[src/rtl/irq_stat_pkg.sv]
`timescale 1ns/1ps
package irq_stat_pkg;

    localparam int REG_ADDR_W = 2;

    // Register selector values seen on the register port
    typedef enum logic [REG_ADDR_W-1:0] {
        SEL_MASK  = 2'd0,
        SEL_CLEAR = 2'd1,
        SEL_RAW   = 2'd2,
        SEL_PEND  = 2'd3
    } reg_sel_e;

    // Event source positions in every status vector
    typedef enum int {
        SRC_RX_FULL    = 0,
        SRC_RX_UNDER   = 1,
        SRC_TX_OVER    = 2,
        SRC_TX_EMPTY   = 3,
        SRC_XFER_DONE  = 4,
        SRC_BUS_ERR    = 5,
        SRC_PROTO_ERR  = 6,
        SRC_DMA_DONE   = 7
    } evt_src_e;

    localparam int DEFAULT_NUM_SRC = SRC_DMA_DONE + 1;

endpackage

[src/rtl/irq_src_latch.sv]
`timescale 1ns/1ps
module irq_src_latch #(
    parameter int NUM_SRC = 8
) (
    input  logic               clk,
    input  logic               rst_n,
    input  logic [NUM_SRC-1:0] set_i,
    input  logic [NUM_SRC-1:0] clr_i,
    output logic [NUM_SRC-1:0] raw_o
);

    // One sticky bit per source; a set in the same cycle beats a clear
    for (genvar g = 0; g < NUM_SRC; g++) begin : g_bit
        always_ff @(posedge clk or negedge rst_n) begin
            if (!rst_n) begin
                raw_o[g] <= 1'b0;
            end else if (set_i[g]) begin
                raw_o[g] <= 1'b1;
            end else if (clr_i[g]) begin
                raw_o[g] <= 1'b0;
            end
        end
    end

endmodule

[src/rtl/irq_mask_reg.sv]
`timescale 1ns/1ps
module irq_mask_reg #(
    parameter int NUM_SRC = 8
) (
    input  logic               clk,
    input  logic               rst_n,
    input  logic               load_i,
    input  logic [NUM_SRC-1:0] value_i,
    output logic [NUM_SRC-1:0] mask_o
);

    // All sources blocked out of reset
    always_ff @(posedge clk or negedge rst_n) begin
        if (!rst_n) begin
            mask_o <= '1;
        end else if (load_i) begin
            mask_o <= value_i;
        end
    end

endmodule

[src/rtl/irq_line_gen.sv]
`timescale 1ns/1ps
module irq_line_gen #(
    parameter int NUM_SRC = 8
) (
    input  logic               clk,
    input  logic               rst_n,
    input  logic [NUM_SRC-1:0] raw_i,
    input  logic [NUM_SRC-1:0] mask_i,
    output logic [NUM_SRC-1:0] pend_o,
    output logic               irq_o
);

    always_comb begin
        pend_o = raw_i & ~mask_i;
    end

    always_ff @(posedge clk or negedge rst_n) begin
        if (!rst_n) begin
            irq_o <= 1'b0;
        end else begin
            irq_o <= |pend_o;
        end
    end

endmodule

[src/rtl/irq_status_unit.sv]
`timescale 1ns/1ps
module irq_status_unit
    import irq_stat_pkg::*;
#(
    parameter int NUM_SRC = DEFAULT_NUM_SRC
) (
    input  logic                  clk,
    input  logic                  rst_n,
    input  logic [NUM_SRC-1:0]    evt_pulse_i,
    input  logic                  reg_wr_en_i,
    input  logic [REG_ADDR_W-1:0] reg_addr_i,
    input  logic [NUM_SRC-1:0]    reg_wdata_i,
    output logic [NUM_SRC-1:0]    reg_rdata_o,
    output logic                  irq_o
);

    reg_sel_e           sel;
    logic               mask_wr;
    logic [NUM_SRC-1:0] clr_vec;
    logic [NUM_SRC-1:0] raw_q;
    logic [NUM_SRC-1:0] mask_q;
    logic [NUM_SRC-1:0] pend;

    // Write decode
    always_comb begin
        sel     = reg_sel_e'(reg_addr_i);
        mask_wr = reg_wr_en_i && (sel == SEL_MASK);
        clr_vec = (reg_wr_en_i && (sel == SEL_CLEAR)) ? reg_wdata_i : '0;
    end

    irq_src_latch #(.NUM_SRC(NUM_SRC)) latch_i (
        .clk   (clk),
        .rst_n (rst_n),
        .set_i (evt_pulse_i),
        .clr_i (clr_vec),
        .raw_o (raw_q)
    );

    irq_mask_reg #(.NUM_SRC(NUM_SRC)) mask_i (
        .clk     (clk),
        .rst_n   (rst_n),
        .load_i  (mask_wr),
        .value_i (reg_wdata_i),
        .mask_o  (mask_q)
    );

    irq_line_gen #(.NUM_SRC(NUM_SRC)) line_i (
        .clk    (clk),
        .rst_n  (rst_n),
        .raw_i  (raw_q),
        .mask_i (mask_q),
        .pend_o (pend),
        .irq_o  (irq_o)
    );

    // Read mux; the clear register has no storage and reads as zero
    always_comb begin
        unique case (sel)
            SEL_MASK:  reg_rdata_o = mask_q;
            SEL_CLEAR: reg_rdata_o = '0;
            SEL_RAW:   reg_rdata_o = raw_q;
            SEL_PEND:  reg_rdata_o = pend;
            default:   reg_rdata_o = '0;
        endcase
    end

endmodule

[config.mk]
export PLATFORM = sky130hd
export DESIGN_NAME = irq_status_unit
export DESIGN_NICKNAME = d
export VERILOG_FILES = /design/src/rtl/irq_stat_pkg.sv /design/src/rtl/irq_src_latch.sv /design/src/rtl/irq_mask_reg.sv /design/src/rtl/irq_line_gen.sv /design/src/rtl/irq_status_unit.sv
export SDC_FILE = /design/constraint.sdc
export NUM_CORES = 1
export LEC_CHECK = 0
export BUFFER_PORTS_ARGS = -buffer_cell sky130_fd_sc_hd__buf_2
export CAP_MARGIN = 20
export CORE_MARGIN = 3
export CORE_UTILIZATION = 51
export CTS_CLUSTER_SIZE = 40
export DETAILED_ROUTE_END_ITERATION = 8
export GPL_ROUTABILITY_DRIVEN = 0
export PLACE_DENSITY = 0.82
export SYNTH_ARGS = -nofsm -noshare
export SYNTH_HDL_FRONTEND = slang
export SYNTH_SLANG_ARGS = --single-unit
[constraint.sdc]
create_clock -name clk -period 3.9 [get_ports clk]
set_input_delay 0.39 -clock clk [delete_from_list [all_inputs] [get_ports clk]]
set_output_delay 0.39 -clock clk [all_outputs]
set_load 0.01 [all_outputs]
==> impl_metrics.tcl <==
set metrics [dict create \
    path_max_fanout 4 \
    clock_power_share_pct 23.2 \
    post_drt_via_cell_ratio 5.364 \
    via_count 692 \
    netlist.area_leader.share_pct 26.71 \
    layout_min_cycle_time_ns 1.608 \
    wl_per_cell_um 13.49 \
    layout.nets 135 \
    portBuffers 29 \
    power.density_cell_area_nw_per_um2 405.4 \
    ys_ff_latch 17 \
    drc 0 \
    crit_path_start "mask_i.mask_o[7]$_DFFE_PN1P_" \
    initial_core_util_pct 55.34 \
    rsz0062_at_grt "false" \
    rows 14 \
    yosysTopAreaCell "dfrtp_1" \
    drive_above_1_share_pct 44.25 \
    synth_most_common_cell "nand2_1" \
    min-delay-path-class "primary input to asynchronous set/reset pin" \
    clock_path_buffers 2 \
    antenna_found_initial 0 \
    p_leak_nw 0.4816 \
    finalSetupViolCount 0 \
    dr.first_iter.drc_count 6 \
    cts_buffers 3 \
    dr_wl_met2_um 874 \
    drtAntennaViolNets 0 \
    async_reset_ff_share_pct 100.0 \
    pin_count 30 \
    cts_tree "built" \
    grt_pass1_vias 650 \
    switching_share_pct 28.49 \
    ir_worst_vdd_mv 0.2856 \
    synth.avg_cell_area_um2 10.04 \
    synth_warnings 0 \
    fmax_ghz 0.6218 \
    die_width_um 46.67 \
    endpoint_kind "output pin" \
    finalCritPeriodShare_pct 41.24 \
    crit_arrival_ns 1.22 \
    grt_max_degree 19 \
    clock-root-buffer "clkbuf_4" \
    start_kind "register" \
    worst_pin_slew_ns 0.4354 \
    place_inst 125 \
    met3_length_um 89 \
    synth_area_leaders "dfrtp_1, dfstp_2, mux2_2" \
    clock_sink_count 17 \
    clk_latency_ns 0.29 \
    syn_to_final_growth_pct 19.58 \
    dr.pass1.iters 3 \
    syn_area_um2 843.3 \
    synth_ff_type "dfrtp_1" \
    outcome "complete, but fails checks" \
    fin_setup_tns_ns 0 \
    n_fill_cell 145 \
    routed_wl_mm 1.740 \
    diodes 0 \
    cts_resized 0 \
    design_area_um2 1008 \
    multi_input_area_um2 351.6 \
    grt_pass1_wl_mm 2.670 \
    synth_edf_count 0 \
    max_cap_violations 0 \
    track_usage_pct 17.43 \
    m1WireLength_um 757 \
    drv_slew 0 \
    cp.required_ns 3.51 \
    r2r-start "mask_i.mask_o[6]$_DFFE_PN1P_" \
    postSynthCellCount 84 \
    violations "negative hold slack" \
    post_dp_cell_area_um2 982.2 \
    seq_power_share_pct 54.7 \
    power.share.combinational_pct 22.1 \
    cts_hold_buf 0 \
    p_int_uw 292.4 \
    skew_ns 0.005391 \
    switchingPower_uw 116.5 \
    synth.top_cells.by_count "nand2_1, dfrtp_1" \
    synth.distinct_cells 14 \
    grt-ovfl-total 0 \
    synth_nets 105 \
    seq_area_frac_synth_pct 51.63 \
    post_cts_buffers 0 \
    clkTransAtPathRegs_ns 0.10 \
    hold_ws_ns -0.0006025 \
    path_class "register to output pin" \
    hold_viol_final 1 \
    die_h_um 46.67 \
    register_area_um2 435.4 \
    worst_slew_margin_rel_pct 70.94 \
    die-area_um2 2178 \
    design.core.area_um2 1524 \
    h-tree-depth 1 \
    instances_no_fill 129 \
    dr.max_layer_used "met4" \
]
## layout by cell type, fill, tap and decap left out, drive strengths merged
cell type and instances:
buf 29, nand2 16, dfrtp 9, inv 8
o21ai 8, a21oi 8, a21o 8, mux2 8
dfstp 8, o22ai 4, clkbuf 4, or4 1
and3b 1, nor3b 1
## layer usage
layer | track usage (%) | vias up
met3 | 2.344 | 4
li1 | - | 347
met5 | 0 | -
met1 | 20.48 | 324
met2 | 30.77 | 17
met4 | 8.287 | 0
## registers in the layout (all words and copies together), names as in the netlist
register	cells
latch_i.raw_o	8
mask_i.mask_o	8
line_i.irq_o	1
## per-stage QoR
stage	worst slack (ns)	util, %	power (mW)
floorplan	2.475	-	0.2794
global placement	2.417	64.45	0.3128
detailed placement	2.393	64.45	0.3185
CTS	2.288	66.17	0.4130
global route	2.208	66.17	0.4324
finish	2.292	66.17	0.4089
## cells by family (layout without fill, tap and decap cells)
kind of cell	Yosys count	in the layout	share of synthesized area [%]
AO/OA/AOI/OAI	28	28	19.58
AND/OR/NAND/NOR	19	19	11.43
flip-flops	17	17	51.63
buffers and inverters	12	41	6.676
multiplexers	8	8	10.68
## area by class of cell
| class | instances | share of cell area, % |
|---|---|---|
| Sequential cell | 17 | 43.18 |
| Multi-Input combinational cell | 55 | 34.86 |
| Timing Repair Buffer | 29 | 14.39 |
| Inverter | 8 | 2.978 |
| Clock buffer | 4 | 2.605 |
| Tap cell | 16 | 1.985 |
## path summary, 6_finish.rpt
check / to / slack, ns / cells past startpoint
min in group clk: latch_i.raw_o[6]$_DFFE_PN0P_ / 0.27 / 2
min reg2reg: latch_i.raw_o[4]$_DFFE_PN0P_ / 0.49 / 1
max reg2reg: line_i.irq_o$_DFF_PN0_ / 2.60 / 2
max in group asynchronous: mask_i.mask_o[7]$_DFFE_PN1P_ / 3.59 / 1
min: latch_i.raw_o[6]$_DFFE_PN0P_ / -0.0006 / 1
max: reg_rdata_o[7] / 2.29 / 3
## critical path, cell delays in order, from the launching register on
cell	delay, ns
dfstp_2	0.56
o21ai_0	0.08
a21oi_1	0.14
buf_2	0.15
## power by group through the flow
stage                     clock, mW  combinational, mW  sequential, mW
after CTS                    0.0975             0.0919           0.224
after global routing          0.105              0.101           0.227
after floorplan                   0             0.0575           0.222
final                        0.0950             0.0903           0.224
after global placement            0             0.0884           0.224
after detailed placement          0             0.0917           0.227
Note: power is estimated with default switching activity, not from simulation.
